$ cat config.mk
export PLATFORM = sky130hd
export DESIGN_NAME = bwoe_ctrl
export DESIGN_NICKNAME = d
export VERILOG_FILES = /design/src/rtl/bwoe_pkg.sv /design/src/rtl/bwoe_sel_dec.sv /design/src/rtl/bwoe_wr_dec.sv /design/src/rtl/bwoe_drive.sv /design/src/rtl/bwoe_ctrl.sv
export SDC_FILE = /design/constraint.sdc
export NUM_CORES = 1
export LEC_CHECK = 0
export ABC_CLOCK_PERIOD_IN_PS = 2000
export BUFFER_PORTS_ARGS = -buffer_cell sky130_fd_sc_hd__buf_2
export CAP_MARGIN = 20
export CORE_MARGIN = 1
export CORE_UTILIZATION = 45
export CTS_BUF_LIST = sky130_fd_sc_hd__clkbuf_2
export DETAILED_ROUTE_END_ITERATION = 7
export GPL_ROUTABILITY_DRIVEN = 1
export PLACE_DENSITY_LB_ADDON = 0.12
export SYNTH_ARGS = -nofsm -noshare
export SYNTH_HDL_FRONTEND = slang
export SYNTH_HIERARCHICAL = 1
export SYNTH_SLANG_ARGS = --single-unit
$ cat constraint.sdc
create_clock -name clk -period 2 [get_ports clk]
set_clock_uncertainty 0.1 [all_clocks]
set_input_delay 0.4 -clock clk [delete_from_list [all_inputs] [get_ports clk]]
set_output_delay 0.4 -clock clk [all_outputs]
set_load 0.02 [all_outputs]
$ cat src/rtl/bwoe_pkg.sv
package bwoe_pkg;

    // bits of data per lane, parity bit excluded
    localparam int unsigned BYTE_BITS = 8;

    // kind of write decoded at an edge
    typedef enum logic [1:0] {
        WR_NONE   = 2'd0,
        WR_GLOBAL = 2'd1,
        WR_BYTES  = 2'd2
    } wr_kind_e;

endpackage

$ cat src/rtl/bwoe_sel_dec.sv
module bwoe_sel_dec (
    input  logic ce_n,
    input  logic cs0,
    input  logic cs1_n,
    output logic sel
);

    // all three chip-select terms must agree
    always_comb begin
        sel = !ce_n && cs0 && !cs1_n;
    end

endmodule

$ cat src/rtl/bwoe_wr_dec.sv
module bwoe_wr_dec #(
    parameter int unsigned LANES = 4
) (
    input  logic             sel,
    input  logic             gw_n,
    input  logic             bwe_n,
    input  logic [LANES-1:0] bw_n,
    output logic [LANES-1:0] mask
);
    import bwoe_pkg::*;

    wr_kind_e kind;

    // priority: deselect, then global write, then gated byte writes
    always_comb begin
        if (!sel) begin
            kind = WR_NONE;
        end else if (!gw_n) begin
            kind = WR_GLOBAL;
        end else if (!bwe_n && (bw_n != {LANES{1'b1}})) begin
            kind = WR_BYTES;
        end else begin
            kind = WR_NONE;
        end
    end

    always_comb begin
        case (kind)
            WR_GLOBAL: mask = {LANES{1'b1}};
            WR_BYTES:  mask = ~bw_n;
            default:   mask = '0;
        endcase
    end

endmodule

$ cat src/rtl/bwoe_drive.sv
module bwoe_drive #(
    parameter int unsigned LANES = 4
) (
    input  logic             oe_n,
    input  logic             sel_q,
    input  logic [LANES-1:0] we_q,
    output logic             drive_en
);

    // unclocked path from oe_n; any strobe forces the bus off
    always_comb begin
        drive_en = !oe_n && sel_q && !(|we_q);
    end

endmodule

$ cat src/rtl/bwoe_ctrl.sv
module bwoe_ctrl #(
    parameter int unsigned LANES = 4
) (
    input  logic                                  clk,
    input  logic                                  rst,
    input  logic                                  sleep_i,
    input  logic                                  ce_n,
    input  logic                                  cs0,
    input  logic                                  cs1_n,
    input  logic                                  gw_n,
    input  logic                                  bwe_n,
    input  logic [LANES-1:0]                      bw_n,
    input  logic                                  oe_n,
    input  logic [bwoe_pkg::BYTE_BITS*LANES-1:0]  data_i,
    input  logic [LANES-1:0]                      par_i,
    output logic [LANES-1:0]                      lane_we_o,
    output logic [bwoe_pkg::BYTE_BITS*LANES-1:0]  wr_data_o,
    output logic [LANES-1:0]                      wr_par_o,
    output logic                                  drive_en_o
);
    import bwoe_pkg::*;

    localparam int unsigned DATA_W = BYTE_BITS * LANES;

    typedef struct packed {
        logic              sel;
        logic [LANES-1:0]  we;
        logic [DATA_W-1:0] dat;
        logic [LANES-1:0]  par;
    } state_t;

    state_t st_d;
    state_t st_q;

    logic             sel_now;
    logic [LANES-1:0] mask_now;
    logic [DATA_W-1:0] dat_next;
    logic [LANES-1:0]  par_next;

    bwoe_sel_dec u_sel (
        .ce_n  (ce_n),
        .cs0   (cs0),
        .cs1_n (cs1_n),
        .sel   (sel_now)
    );

    bwoe_wr_dec #(.LANES(LANES)) u_wr (
        .sel   (sel_now),
        .gw_n  (gw_n),
        .bwe_n (bwe_n),
        .bw_n  (bw_n),
        .mask  (mask_now)
    );

    // per-lane capture: a lane loads only when its strobe is decoded
    for (genvar k = 0; k < LANES; k++) begin : g_lane
        always_comb begin
            if (mask_now[k]) begin
                dat_next[k*BYTE_BITS +: BYTE_BITS] = data_i[k*BYTE_BITS +: BYTE_BITS];
                par_next[k]                        = par_i[k];
            end else begin
                dat_next[k*BYTE_BITS +: BYTE_BITS] = st_q.dat[k*BYTE_BITS +: BYTE_BITS];
                par_next[k]                        = st_q.par[k];
            end
        end
    end

    // next state; sleep acts as a gate on the internal clock
    always_comb begin
        st_d = st_q;
        if (!sleep_i) begin
            st_d.sel = sel_now;
            st_d.we  = mask_now;
            st_d.dat = dat_next;
            st_d.par = par_next;
        end
    end

    always_ff @(posedge clk) begin
        if (rst) begin
            st_q <= '0;
        end else begin
            st_q <= st_d;
        end
    end

    bwoe_drive #(.LANES(LANES)) u_drv (
        .oe_n     (oe_n),
        .sel_q    (st_q.sel),
        .we_q     (st_q.we),
        .drive_en (drive_en_o)
    );

    assign lane_we_o = st_q.we;
    assign wr_data_o = st_q.dat;
    assign wr_par_o  = st_q.par;

endmodule

# After elaboration in Yosys (flattened, before gate mapping)

Cells that the tools add are included.

Add/sub/neg operators: 0
$mul: 0
Div/mod/pow operators: 0
Order comparisons: 0
Eq/ne operators: 3
Shift-type cells: 0
Mux-type cells: 4
Bitwise gates (word level): 2
Reduce and logical (&&, ||, !) cells: 15

Operators by type and width:

| operator                                      | number |
|---|---|
| case mux 4 bit (2 select lines)               | 1 |
| AND reduction 2 bit                           | 4 |
| 2-to-1 mux 2 bit                              | 3 |
| logical AND 1 bit                             | 5 |
| logical NOT 1 bit                             | 5 |
| inequality test 4 bit, second input constant  | 1 |
| inverter 4 bit                                | 1 |
| OR reduction 4 bit                            | 1 |
| == test 2 x 1 -> 1 bit, second input constant | 1 |
| == test 2 bit, second input constant          | 1 |
| inverter 1 bit                                | 1 |

Flip-flop bits (word level): 41
Bits in latches: 0
Bits in writable memories: 0
Memory bits (read-only): 0
Bits of input ports: 49
Output and inout port bits: 41
Logic and storage cells: 34
Memories kept: 0

# Depth between registers and ports, before layout

Depth after elaboration: 8
Depth in mapped cells: 5
Depth with buffers taken out: 4

# Hierarchy

Netlist, hierarchy kept.

Modules (own cells, without submodules):

| module       | times used | cells each | area an instance (um^2) | sequential area each (um^2) |
|---|---|---|---|---|
| bwoe_ctrl    | 1          | 220        | 2288.4                  | 820.8 |
| bwoe_wr_dec  | 1          | 8          | 45.0                    | 0.0 |
| bwoe_drive   | 1          | 2          | 20.0                    | 0.0 |
| bwoe_sel_dec | 1          | 1          | 12.5                    | 0.0 |

# Worst setup path after synthesis

Ideal clock, no wire load.

Path type: input port to output port
Start: input port oe_n
End: output port drive_en_o
Arrival time: 1221 ps
Required time: 1500 ps
Path slack: 279 ps
Stages on the path: 2
Path buffers: 0
Path through: or4b_1 nor3_2

Cells in the longest elaborated chain, start to end: 3

RTL lines:

| what                           | RTL line         | text |
|---|---|---|
| start: declaration             | bwoe_ctrl.sv:13  | `input logic oe_n,` |
| logical NOT 1 bit              | bwoe_drive.sv:12 | `drive_en = !oe_n && sel_q && !(\|we_q);` |
| logical AND 1 bit (2 in a row) | bwoe_drive.sv:12 |  |
| end: declaration               | bwoe_ctrl.sv:19  | `output logic drive_en_o` |

Every way passes these cells.

# Final worst setup path

Start: register st_q, in the netlist lane_we_o[3]
End: output port drive_en_o

Cells in the longest elaborated chain, start to end: 3

RTL lines:

| what                     | RTL line         | text |
|---|---|---|
| start: declaration       | bwoe_ctrl.sv:33  | `state_t st_q;` |
| start signal: assignment | bwoe_ctrl.sv:83  | `st_q <= st_d;` |
| OR reduction 4 bit       | bwoe_drive.sv:12 |  |
| logical NOT 1 bit        | bwoe_drive.sv:12 |  |
| logical AND 1 bit        | bwoe_drive.sv:12 |  |

Every way passes these cells.

==> impl_metrics.toml <==
[synthesis]
yosysUniqueCellTypes = 19
yosysWarnings = 6
synth_fp_nets = 280
synth_sequential_area_ratio = 0.3469
avg_cell_area_syn_um2 = 10.24
number_of_flip_flops_and_latches_in_the_synthesized_netlist = 41
syn-cell-area_mm2 = 0.002366
syn-instance-count = 231

[detailed_routing]
routed_wire_length_per_instance_um = 12.83
drtIter0Drc = 56
antenna_violating_nets_post_route = 0
total_routed_wirelength_mm = 4.479
ratio_of_routed_vias_to_standard_cells = 4.868
dr_total_vias = 1699
firstDrtPassIters = 3
detailed_route_drc_error_count = 0

[place]
place.detailed.hpwl_mm = 3.104
port_buffers = 89
placement.setup.worst_slack_ps = 178.3
place.gp.congestion = 0.6864

[pwr]
clock_power_share = 0.256
sw_frac_of_total = 0.2652
tot_pwr_w = 0.001396
comb_power_share = 0.144
ir_worst_vdd_mv = 0.2024
internal-power_w = 0.001026
p_per_cell_area_mw_per_mm2 = 530.0
p_switching_w = 0.0003702
cell_leakage_power_nw = 1.156
seq_power_share = 0.601

[timing]
setup_slack_ps = -28.39
tightestPinTransition_ps = 480.2
final-max-slew-violation-count = 0
slew_headroom = 0.6799
final-setup-viol-count = 1
finalWorstPathRequiredPeriod_ps = 2028
timing.final.crit_share = 1.014
rsz0062_at_grt = "true"
max_freq_mhz = 493.0
final_hold_viol_count = 0

[worst_hold_path]
hold_class = "in2reg"
min_delay_path_depth = 3

[worst_setup_path]
critical_path_peak_fanout = 2
start_kind = "register"
critPathRequiredTime_ps = 1500
launch_point_of_the_worst_path = "lane_we_o[3]"
timing.reg2reg.worst_path_depth = 3
crit_type = "reg2out"
reg_to_reg_setup_timing_slack_ps = 1160
rr_endpoint = "lane_we_o[3]"
setup.worst_path.end = "drive_en_o"
worst_ep_arrival_time_ps = 1530
crit_path_end_kind = "output port"
worst_r2r_startpoint = "lane_we_o[3]"

[final_layout]
layout.filler_cells = 509
post-route-util = 0.5190
proportion_of_layout_cells_with_a_drive_suffix_above_1 = 0.5341
final_nets = 327
antenna_cells = 0
synthToLayoutAreaGrowth_pct = 11.32

[global_routing]
grt_pass1_wl_mm = 7.093
groute.usage.overall = 0.1680
number_of_global_route_vias_before_repair = 1553
global_route.overflow_total = 0
grt_max_degree = 78
antenna_found_initial = 0

[run_status]
violations = "negative setup slack"
status = "finished, violations left"

[clocking]
clock_tree.htree_level_count = 2
ctsRootBufferMaster = "clkbuf_2"
clk_pin_slew_worst_paths_ps = 210
clock_path_buffers = 2
tritoncts.num_buffers = 5
sink_count = 41
cts_tree = "built"
clock_insertion_delay_worst_skew_ps = 390
cts_hold_buffers = 0

[die]
die_w_um = 74.51
fp.dieH_um = 74.51
dieArea_mm2 = 0.005552
number_of_rows_in_the_core_area = 26
io-pin-count = 90
effective_utilization_at_floorplan = 0.4662
floorplan.core_area_mm2 = 0.005075

[run]
drv.max_cap_violation_count = 0
[layout by cell type (no fill, tap or decap), drive strengths merged]
cell,n
buf,97
nor3b,1
mux2i,5
nor3,1
nor2,5
and2,4
nor2b,4
nand2b,36
clkinv,2
clkbuf,6
nand4bb,36
dfxtp,41
o21ai,40
or4b,1
[flip-flops by register name, summed over array words and instances, names as in the netlist]
name,cells
wr_par_o,4
wr_data_o,32
lane_we_o,4
st_q,1
[Yosys cell counts]
cell type   n  area share
dfxtp_1    41        0.35
buf_4      40        0.13
nand2b_1   36       0.095
nand4bb_1  36        0.17
o21ai_2    36        0.13
clkbuf_1    7       0.011
buf_2       6       0.013
mux2i_1     5       0.021
nor2_1      5      0.0079
and2_1      4       0.011
nor2b_4     4       0.023
clkbuf_2    2      0.0042
o21ai_0     2      0.0042
o21ai_1     2      0.0042
buf_12      1      0.0085
buf_6       1      0.0048
nor3_2      1      0.0042
nor3b_2     1      0.0053
or4b_1      1      0.0042
[cell families (layout without fill, tap and decap cells)]
group,Yosys count,count (layout),share of synthesized area
and+or+nand+nor,88,88,0.3221
buffers and inverters,57,105,0.1682
AOI/OAI and AO/OA,40,40,0.1417
DFF,41,41,0.3469
muxes,5,5,0.02115
[final cells by class]
cell class,instances,area [µm²],share of cell area
Sequential cell,41,822.0,0.3121
Multi-Input combinational cell,133,1151,0.4371
Clock inverter,2,10.01,0.003800
Timing Repair Buffer,97,533.0,0.2024
Clock buffer,6,30.03,0.01140
Tap cell,70,87.58,0.03325
[how the worst min path moves through the flow]
| stage | start | slack (ps) | end |
|---|---|---|---|
| 4_1_cts | data_i[14] | 120 | wr_data_o[14] |
| 3_3_place_gp | wr_data_o[18] | 360 | wr_data_o[18] |
| 2_1_floorplan | wr_data_o[10] | 350 | wr_data_o[10] |
| 5_1_grt | data_i[1] | 110 | wr_data_o[1] |
| 3_5_place_dp | wr_data_o[24] | 360 | wr_data_o[24] |
| 6_report | data_i[14] | 150 | wr_data_o[14] |
[per-stage QoR]
stage / hold WS, ps / std cells / cell area [µm²] / setup TNS [ps]
floorplan: 353.8 / 231 / 2366 / 0
global placement: 358.8 / 340 / 2579 / 0
detailed placement: 362.0 / 340 / 2579 / 0
CTS: 119.1 / 349 / 2634 / -73.93
global route: 113.8 / 349 / 2634 / -108.9
finish: 150.8 / 349 / 2634 / -28.39
[power groups by stage]
stage          Sequential [W]  Clock (W)  Combinational [W]
4_1_cts              0.000839   0.000380           0.000204
6_report             0.000839   0.000357           0.000200
3_5_place_dp         0.000855          0           0.000202
2_1_floorplan        0.000854          0           0.000140
5_1_grt              0.000842   0.000407           0.000219
3_3_place_gp         0.000855          0           0.000202
[routing by layer]
layer / vias to the layer above / track usage / wire (µm)
met1: 776 / 0.2082 / 2193
met3: 5 / 0.05285 / 283
met4: 0 / 0.05660 / 57
met2: 57 / 0.2763 / 1944
li1: 861 / - / -
met5: - / 0 / 0
[what timing repair did]
| action | 4_1_cts | 5_1_grt |
|---|---|---|
| endpoints found under the setup margin | 1 | 1 |
| cloned | 0 | 0 |
| buffers inserted | 1 | 0 |
| gates resized for setup | 3 | 0 |
[critical path: stages (launching register included)]
cell	delay [ps]
dfxtp_2	370
or4b_4	500
nor3_2	110
buf_4	160
Power figures use the tool's default switching activity.
